**src/rtl/boot_copy_pkg.sv**
```systemverilog
package boot_copy_pkg;
  // register byte offsets inside the engine's space
  localparam int unsigned CTRL_OFS = 32'h000;
  localparam int unsigned SRC_OFS  = 32'h004;
  localparam int unsigned DST_OFS  = 32'h008;
  localparam int unsigned CNT_OFS  = 32'h00C;
  localparam int unsigned STAT_OFS = 32'h010;
  // control / status bit positions
  localparam int unsigned GO_BIT   = 31;
  localparam int unsigned ARM_BIT  = 30;
  localparam int unsigned DONE_BIT = 0;
  localparam int unsigned WORD_BYTES = 4;
  localparam int unsigned REG_W    = 32;
endpackage

```
**src/rtl/boot_copy_fifo.sv**
```systemverilog
module boot_copy_fifo #(
  parameter int unsigned DW    = 32,
  parameter int unsigned DEPTH = 2,
  localparam int unsigned PW   = $clog2(DEPTH),
  localparam int unsigned CW   = $clog2(DEPTH + 1)
) (
  input  logic          clk,
  input  logic          rst_n,
  input  logic          push,
  input  logic [DW-1:0] push_data,
  input  logic          pop,
  output logic [DW-1:0] head,
  output logic          empty,
  output logic [CW-1:0] count
);
  logic [DW-1:0] store [DEPTH];
  logic [PW-1:0] wr_ptr, rd_ptr;

  function automatic logic [PW-1:0] bump(input logic [PW-1:0] p);
    return (p == PW'(DEPTH - 1)) ? '0 : p + PW'(1);
  endfunction

  always_ff @(posedge clk) begin
    if (!rst_n) begin
      wr_ptr <= '0;
      rd_ptr <= '0;
      count  <= '0;
    end else begin
      if (push) wr_ptr <= bump(wr_ptr);
      if (pop)  rd_ptr <= bump(rd_ptr);
      count <= count + CW'(push) - CW'(pop);
    end
  end

  always_ff @(posedge clk) begin
    if (push) store[wr_ptr] <= push_data;
  end

  assign head  = store[rd_ptr];
  assign empty = (count == '0);

  // read-ahead never overruns the queue
  p_fifo_room_r4: assert property (@(posedge clk) disable iff (!rst_n)
    push |-> ((count < CW'(DEPTH)) || pop));
  p_fifo_nounder_r5: assert property (@(posedge clk) disable iff (!rst_n)
    pop |-> !empty);
endmodule

```
**src/rtl/boot_copy_csr.sv**
```systemverilog
module boot_copy_csr
  import boot_copy_pkg::*;
#(
  parameter int unsigned ADDR_W = 12,
  parameter int unsigned RA_W   = 8,
  parameter int unsigned IA_W   = 16,
  parameter int unsigned CNT_W  = 9
) (
  input  logic              clk,
  input  logic              rst_n,
  input  logic              reg_wr,
  input  logic              reg_rd,
  input  logic [ADDR_W-1:0] reg_addr,
  input  logic [REG_W-1:0]  reg_wdata,
  output logic [REG_W-1:0]  reg_rdata,
  input  logic              pwr_up,
  input  logic              busy,
  input  logic              done,
  output logic              go,
  output logic [RA_W-1:0]   go_src,
  output logic [IA_W-1:0]   go_dst,
  output logic [CNT_W-1:0]  go_cnt,
  output logic              host_we,
  output logic [RA_W-1:0]   host_idx,
  output logic [REG_W-1:0]  host_wdata
);
  localparam int unsigned WIN_HI_W = ADDR_W - RA_W - 2;

  logic [REG_W-1:0] src_q, dst_q, cnt_q;
  logic             arm_q;
  logic sel_ctrl, sel_src, sel_dst, sel_cnt, sel_stat, sel_win;

  always_comb begin
    sel_ctrl = (reg_addr == ADDR_W'(CTRL_OFS));
    sel_src  = (reg_addr == ADDR_W'(SRC_OFS));
    sel_dst  = (reg_addr == ADDR_W'(DST_OFS));
    sel_cnt  = (reg_addr == ADDR_W'(CNT_OFS));
    sel_stat = (reg_addr == ADDR_W'(STAT_OFS));
    sel_win  = (reg_addr[ADDR_W-1:RA_W+2] == WIN_HI_W'(1));
  end

  always_ff @(posedge clk) begin
    if (!rst_n) begin
      src_q <= '0;
      dst_q <= '0;
      cnt_q <= '0;
      arm_q <= 1'b0;
    end else if (reg_wr) begin
      if (sel_ctrl) arm_q <= reg_wdata[ARM_BIT];
      if (sel_src)  src_q <= reg_wdata;
      if (sel_dst)  dst_q <= reg_wdata;
      if (sel_cnt)  cnt_q <= reg_wdata;
    end
  end

  assign go = !busy && ((reg_wr && sel_ctrl && reg_wdata[GO_BIT]) || (pwr_up && arm_q));
  assign go_src = src_q[RA_W+1:2];
  assign go_dst = dst_q[IA_W-1:0];
  assign go_cnt = cnt_q[CNT_W-1:0];

  assign host_we    = reg_wr && sel_win && !busy;
  assign host_idx   = reg_addr[RA_W+1:2];
  assign host_wdata = reg_wdata;

  always_comb begin
    reg_rdata = '0;
    if (reg_rd) begin
      if (sel_ctrl) begin
        reg_rdata[GO_BIT]  = busy;
        reg_rdata[ARM_BIT] = arm_q;
      end
      if (sel_src)  reg_rdata = src_q;
      if (sel_dst)  reg_rdata = dst_q;
      if (sel_cnt)  reg_rdata = cnt_q;
      if (sel_stat) reg_rdata[DONE_BIT] = done;
    end
  end

  // an unarmed power-up event never launches a copy
  p_unarmed_r7: assert property (@(posedge clk) disable iff (!rst_n)
    (pwr_up && !arm_q && !(reg_wr && sel_ctrl)) |-> !go);
endmodule

```
**src/rtl/boot_copy_mover.sv**
```systemverilog
module boot_copy_mover
  import boot_copy_pkg::*;
#(
  parameter int unsigned RA_W  = 8,
  parameter int unsigned IA_W  = 16,
  parameter int unsigned CNT_W = 9,
  parameter int unsigned DEPTH = 2,
  localparam int unsigned CW   = $clog2(DEPTH + 1)
) (
  input  logic             clk,
  input  logic             rst_n,
  input  logic             go,
  input  logic [RA_W-1:0]  go_src,
  input  logic [IA_W-1:0]  go_dst,
  input  logic [CNT_W-1:0] go_cnt,
  output logic             rd_en,
  output logic [RA_W-1:0]  rd_idx,
  input  logic [REG_W-1:0] rd_data,
  output logic             imem_valid,
  input  logic             imem_ready,
  output logic [IA_W-1:0]  imem_addr,
  output logic [REG_W-1:0] imem_data,
  output logic             busy,
  output logic             done,
  output logic             cpu_hold
);
  logic             busy_q, done_q, hold_q, rd_pend;
  logic [CNT_W-1:0] rd_left, wr_left;
  logic [RA_W-1:0]  src_q;
  logic [IA_W-1:0]  dst_q;
  logic             f_empty, pop;
  logic [CW-1:0]    f_count;
  logic [CW:0]      occ, lim;

  boot_copy_fifo #(.DW(REG_W), .DEPTH(DEPTH)) u_ahead (
    .clk(clk), .rst_n(rst_n),
    .push(rd_pend), .push_data(rd_data),
    .pop(pop), .head(imem_data),
    .empty(f_empty), .count(f_count)
  );

  assign imem_valid = !f_empty;
  assign pop        = imem_valid && imem_ready;
  assign imem_addr  = dst_q;

  always_comb begin
    occ   = (CW+1)'(f_count) + (CW+1)'(rd_pend);
    lim   = (CW+1)'(DEPTH) + (CW+1)'(pop);
    rd_en = busy_q && (rd_left != '0) && (occ < lim);
  end
  assign rd_idx = src_q;

  always_ff @(posedge clk) begin
    if (!rst_n) begin
      busy_q  <= 1'b0;
      done_q  <= 1'b0;
      hold_q  <= 1'b1;
      rd_pend <= 1'b0;
      rd_left <= '0;
      wr_left <= '0;
      src_q   <= '0;
      dst_q   <= '0;
    end else begin
      rd_pend <= rd_en;
      if (rd_en) begin
        src_q   <= src_q + RA_W'(1);
        rd_left <= rd_left - CNT_W'(1);
      end
      if (pop) begin
        dst_q   <= dst_q + IA_W'(WORD_BYTES);
        wr_left <= wr_left - CNT_W'(1);
        if (wr_left == CNT_W'(1)) begin
          busy_q <= 1'b0;
          done_q <= 1'b1;
          hold_q <= 1'b0;
        end
      end
      if (go) begin
        busy_q  <= (go_cnt != '0);
        done_q  <= (go_cnt == '0);
        hold_q  <= (go_cnt != '0);
        rd_left <= go_cnt;
        wr_left <= go_cnt;
        src_q   <= go_src;
        dst_q   <= go_dst;
      end
    end
  end

  assign busy     = busy_q;
  assign done     = done_q;
  assign cpu_hold = hold_q;

  // stalled write keeps its payload
  p_stall_stable_r5: assert property (@(posedge clk) disable iff (!rst_n)
    (imem_valid && !imem_ready) |=> (imem_valid && $stable(imem_addr) && $stable(imem_data)));
  // processor held for the whole copy
  p_hold_busy_r8: assert property (@(posedge clk) disable iff (!rst_n)
    busy_q |-> hold_q);
  // empty copy finishes on its start edge
  p_zero_done_r6: assert property (@(posedge clk) disable iff (!rst_n)
    (go && go_cnt == '0) |=> (done_q && !busy_q));
  // end of copy reports done and releases
  p_finish_r2: assert property (@(posedge clk) disable iff (!rst_n)
    $fell(busy_q) |-> (done_q && !hold_q));
  // no launch while a copy runs
  p_no_restart_r9: assert property (@(posedge clk) disable iff (!rst_n)
    go |-> !busy_q);
endmodule

```
**src/rtl/boot_copy_engine.sv**
```systemverilog
module boot_copy_engine
  import boot_copy_pkg::*;
#(
  parameter int unsigned ADDR_W    = 12,
  parameter int unsigned RET_WORDS = 256,
  parameter int unsigned IA_W      = 16,
  parameter int unsigned AHEAD     = 2,
  localparam int unsigned RA_W     = $clog2(RET_WORDS),
  localparam int unsigned CNT_W    = RA_W + 1
) (
  input  logic              clk,
  input  logic              rst_n,
  input  logic              reg_wr,
  input  logic              reg_rd,
  input  logic [ADDR_W-1:0] reg_addr,
  input  logic [31:0]       reg_wdata,
  output logic [31:0]       reg_rdata,
  output logic              ret_en,
  output logic              ret_we,
  output logic [RA_W-1:0]   ret_addr,
  output logic [31:0]       ret_wdata,
  input  logic [31:0]       ret_rdata,
  output logic              imem_valid,
  input  logic              imem_ready,
  output logic [IA_W-1:0]   imem_addr,
  output logic [31:0]       imem_data,
  input  logic              pwr_up,
  output logic              cpu_hold
);
  logic             busy, done, go, host_we, rd_en;
  logic [RA_W-1:0]  go_src, host_idx, rd_idx;
  logic [IA_W-1:0]  go_dst;
  logic [CNT_W-1:0] go_cnt;

  boot_copy_csr #(.ADDR_W(ADDR_W), .RA_W(RA_W), .IA_W(IA_W), .CNT_W(CNT_W)) u_csr (
    .clk(clk), .rst_n(rst_n),
    .reg_wr(reg_wr), .reg_rd(reg_rd), .reg_addr(reg_addr),
    .reg_wdata(reg_wdata), .reg_rdata(reg_rdata),
    .pwr_up(pwr_up), .busy(busy), .done(done),
    .go(go), .go_src(go_src), .go_dst(go_dst), .go_cnt(go_cnt),
    .host_we(host_we), .host_idx(host_idx), .host_wdata(ret_wdata)
  );

  boot_copy_mover #(.RA_W(RA_W), .IA_W(IA_W), .CNT_W(CNT_W), .DEPTH(AHEAD)) u_mover (
    .clk(clk), .rst_n(rst_n),
    .go(go), .go_src(go_src), .go_dst(go_dst), .go_cnt(go_cnt),
    .rd_en(rd_en), .rd_idx(rd_idx), .rd_data(ret_rdata),
    .imem_valid(imem_valid), .imem_ready(imem_ready),
    .imem_addr(imem_addr), .imem_data(imem_data),
    .busy(busy), .done(done), .cpu_hold(cpu_hold)
  );

  assign ret_en   = rd_en || host_we;
  assign ret_we   = host_we;
  assign ret_addr = host_we ? host_idx : rd_idx;

  // host window writes never reach the SRAM during a copy
  p_host_drop_r10: assert property (@(posedge clk) disable iff (!rst_n)
    busy |-> !ret_we);
  // engine reads and host writes never collide
  p_port_excl_r10: assert property (@(posedge clk) disable iff (!rst_n)
    !(rd_en && host_we));
endmodule

```
**config.mk**
```make
export PLATFORM = sky130hd
export DESIGN_NAME = boot_copy_engine
export DESIGN_NICKNAME = d
export VERILOG_FILES = /design/src/rtl/boot_copy_pkg.sv /design/src/rtl/boot_copy_fifo.sv /design/src/rtl/boot_copy_csr.sv /design/src/rtl/boot_copy_mover.sv /design/src/rtl/boot_copy_engine.sv
export SDC_FILE = /design/constraint.sdc
export NUM_CORES = 1
export LEC_CHECK = 0
export BUFFER_PORTS_ARGS = -buffer_cell sky130_fd_sc_hd__buf_2
export CORE_MARGIN = 5
export CORE_UTILIZATION = 49
export CTS_CLUSTER_DIAMETER = 80
export CTS_CLUSTER_SIZE = 28
export DETAILED_ROUTE_END_ITERATION = 12
export PLACE_DENSITY = 0.76
export SLEW_MARGIN = 20
export SYNTH_ARGS = -nofsm -noshare
export SYNTH_HDL_FRONTEND = slang
export SYNTH_SLANG_ARGS = --single-unit
```
**constraint.sdc**
```tcl
create_clock -name clk -period 2.27 [get_ports clk]
set_input_delay 0.1135 -clock clk [delete_from_list [all_inputs] [get_ports clk]]
set_output_delay 0.1135 -clock clk [all_outputs]
set_load 0.005 [all_outputs]
```
==> results.yml <==
run_status:
  status: "completed"
grt:
  grt.total_usage_pct: 22.23
  antenna_found_initial: 0
  grt_pass1_wl_mm: 40.10
  grt_max_degree: 85
  overflow: 0
  first_global_vias: 7963
synth:
  ys_seq_area_share_pct: 52.61
  avgSynthCellArea_sq_um: 9.465
  syn_nets: 1072
  ys_dominant_reg_cell: "dfxtp_1"
  ys_types: 61
  synth_enable_flop_cells: 64
  synth-async-reset-ratio_pct: 0
  yosysWarnings: 0
  synthCells: 981
  synth_seq_cells: 212
  syn-cell-area_sq_um: 9285
worst_setup_path:
  crit_family: "simple AND/OR/NAND/NOR gates"
  arrival_ps: 2140
  path_depth: 9
  crit_path_max_incr_delay_ps: 470
  regToRegStartpoint: "u_mover.rd_pend"
  worst_ep_required_time_ps: 2160
  crit_path_frequent_cell: "buf_6"
  r2r-end: "u_mover.rd_left[6]"
  reg2regPathDepth: 8
  crit_path_cell_trace: "inv_2, ha_4, or4b_4, nor3_4, buf_6, nand2b_4, buf_6, nand2b_1, buf_2"
  crit_fanout: 2
  timing.reg2reg.setup_slack_ps: 130
  crit_buf_inv: 4
  critPathSlowestCell: "or4b_4"
  crit_type: "reg2out"
  endpoint_kind: "output pin"
  start_kind: "flop"
layout:
  syn_to_final_growth_pct: 24.30
  diodes: 0
  fin_area_sq_um: 11540
  nets: 1311
  utilization_pct: 61.70
  layout-drive-gt1-share_pct: 27.23
hold_path:
  min_to: "u_csr.arm_q"
  hp-start: "reg_addr[3]"
  hold_path_depth: 5
  hold_class: "in2reg"
die:
  start_util_pct: 49.64
  top_level_ports: 206
  coreArea_sq_um: 18710
  die_w_um: 147.7
  die_h_um: 147.7
  die-area_sq_um: 21800
  num_rows: 50
clock_tree:
  cts_tree: "yes"
  cts.clk_slew.worst_paths_ps: 110
  worstSkewPairLatency_ps: 470
  cts_buffers: 11
  cts.sinks: 212
  root_buffer: "clkbuf_16"
  clk_path_buf_depth: 3
  h-tree-depth: 1
pwr:
  total_power_w: 0.007338
  p_leak_nw: 4.636
  vdd_drop_max_v: 0.0003759
  powerDensity_nw_per_um2: 635.8
sta:
  slew_headroom_pct: 32.14
  setup_ws_ps: 14.86
  finalSetupViolCount: 0
  finalCriticalPeriod_ps: 2255
  clock_skew_ps: 17.11
  hold-worst-slack_ps: 73.95
  tightest_slew_ps: 1005
  max_freq_ghz: 0.4434
  slew_violations: 0
  rsz0062_at_grt: "true"
  hold_viol: 0
  post-route-period-util_pct: 99.35
placement:
  port_buffers: 205
  dp_hpwl_mm: 16.51
  gp_congestion: 0.8905
  post-place-ws_ps: 83.05
  placed_area_sq_um: 10520
detailed_routing:
  vias_per_cell: 5.554
  postRouteAntennaNets: 0
  route.detailed.drc: 0
  routed_wl_mm: 25.37
  wire_per_inst_um: 17.41
  drtIter0Drc: 723
  vias: 8092
  first_pass_iters: 6
job:
  drv_cap: 0
## where the power goes
group | leakage, nW | total, W | internal [W] | switching (W)
logic | 2.72 | 0.00119 | 0.000615 | 0.000574
clock network | 0.147 | 0.00210 | 0.000920 | 0.00118
registers | 1.77 | 0.00405 | 0.00398 | 0.0000702
## worst min-delay path: stages
cell and delay [ps]:
buf_2 90, nor2_1 60, nand3_1 100, mux2i_1 70
nor2_1 70
## registers in the layout, summed over array words and instances, names as in the netlist, named ones only
name                    cells
u_mover.busy                1
u_mover.rd_left             9
u_mover.rd_idx              8
u_mover.done                1
u_mover.u_ahead.store      64
u_csr.cnt_q                32
u_mover.rd_pend             1
u_csr.arm_q                 1
u_mover.u_ahead.count       2
u_mover.cpu_hold            1
u_csr.dst_q                32
u_mover.wr_left             9
u_csr.src_q                32
u_mover.u_ahead.rd_ptr      1
u_mover.imem_addr          16
u_mover.u_ahead.wr_ptr      1
## metrics by stage
stage,TNS (ps),cells
after floorplan,0,981
after global placement,0,1372
after detailed placement,0,1372
after CTS,0,1457
after global routing,-65.74,1457
final,0,1457
## worst max path at each step
stage / from / to / slack (ps)
floorplan: u_mover.rd_pend / u_mover.u_ahead.store[0][0] / 70
global placement: u_mover.rd_left[1] / u_mover.rd_idx[2] / 110
detailed placement: u_mover.rd_left[1] / u_mover.rd_idx[2] / 80
CTS: u_mover.rd_left[0] / ret_en / 8
global route: u_mover.rd_left[1] / ret_en / -70
finish: u_mover.rd_left[1] / ret_en / 10
## cell usage in the layout, fill, tap and decap left out, types with 3 or more instances in the layout
master,n
nand3_1,16
buf_2,205
and2_1,3
ha_1,8
buf_12,4
nand2_1,221
xor2_1,8
edfxtp_1,64
o211ai_1,4
nor3_1,9
nor2_1,31
nor2b_1,6
clkbuf_16,11
buf_4,48
inv_1,38
a21oi_1,117
mux2i_1,5
clkbuf_1,4
nor4b_1,3
o2bb2ai_1,3
or3_1,3
a22oi_1,3
nand2b_1,4
and3_1,6
nor2_2,8
nor3b_1,3
dlygate4sd3_1,64
a222oi_1,29
mux2_2,38
o21a_1,4
a211oi_1,12
xnor2_1,17
nor4_1,6
nand4_1,8
a31oi_1,4
o21ai_0,13
dfxtp_1,146
## cell usage after synthesis (4+ instances only)
cell type    n  share of area [%]
a31oi_1      4               0.27
buf_4       32                2.6
nand3_1     16               0.86
nand2_1    221                8.9
nor2_1      39                1.6
nor3_1       9               0.49
xor2_1       8               0.75
o21a_1       4               0.32
edfxtp_1    64                 21
xnor2_1     17                1.6
nand4_1      8               0.54
a222oi_1    29                3.1
nor2b_1      6               0.40
inv_1       41                1.7
ha_1         9                1.2
buf_1        6               0.24
dfxtp_1    148                 32
mux2i_1      5               0.54
nand2b_1     5               0.34
o21ai_0     13               0.70
a211oi_1    12               0.97
clkbuf_1    38                1.5
a21oi_1    118                6.4
mux2_2      38                4.6
and3_1       6               0.40
o211ai_1     4               0.32
buf_2       18               0.97
nor4_1       6               0.40
## area by class of cell
| type | count | area, sq um |
|---|---|---|
| tap | 234 | 292.8 |
| fill | 1464 | 7164 |
| sequential | 212 | 4887 |
| inverter | 41 | 155.1 |
| timing repair buffer | 323 | 2130 |
| multi-input combinational | 631 | 3770 |
| clock inverter | 1 | 16.27 |
| clock buffer | 15 | 290.3 |
## cell families after synthesis
group	count (synthesis)	synth area share, %
DFF	212	52.61
buffers and inverters	138	7.452
and+or+nand+nor	340	16.01
AOI/OAI and AO/OA	212	14.73
xor gates and xnor gates	25	2.358
muxes	45	5.633
adders and majority gates	9	1.213
## layer usage
metal / wire length (um) / GRT usage [%] / vias up / part of all wire (%)
li1: - / - / 3875 / -
met1: 9962 / 26.73 / 3807 / 39
met2: 12630 / 40.03 / 348 / 50
met3: 1860 / 3.403 / 62 / 7.3
met4: 918 / 8.574 / 0 / 3.6
met5: 0 / 0 / - / 0
## repair_timing
action | 4_1_cts | 5_1_grt
pin swaps | 1 | 0
setup buffers | 5 | 0
endpoints found under the setup margin | 1 | 7
hold buffers | 64 | 0
resized for setup | 9 | 2
hold endpoints to repair | 161 | 0
(Power assumes the default switching activity.)
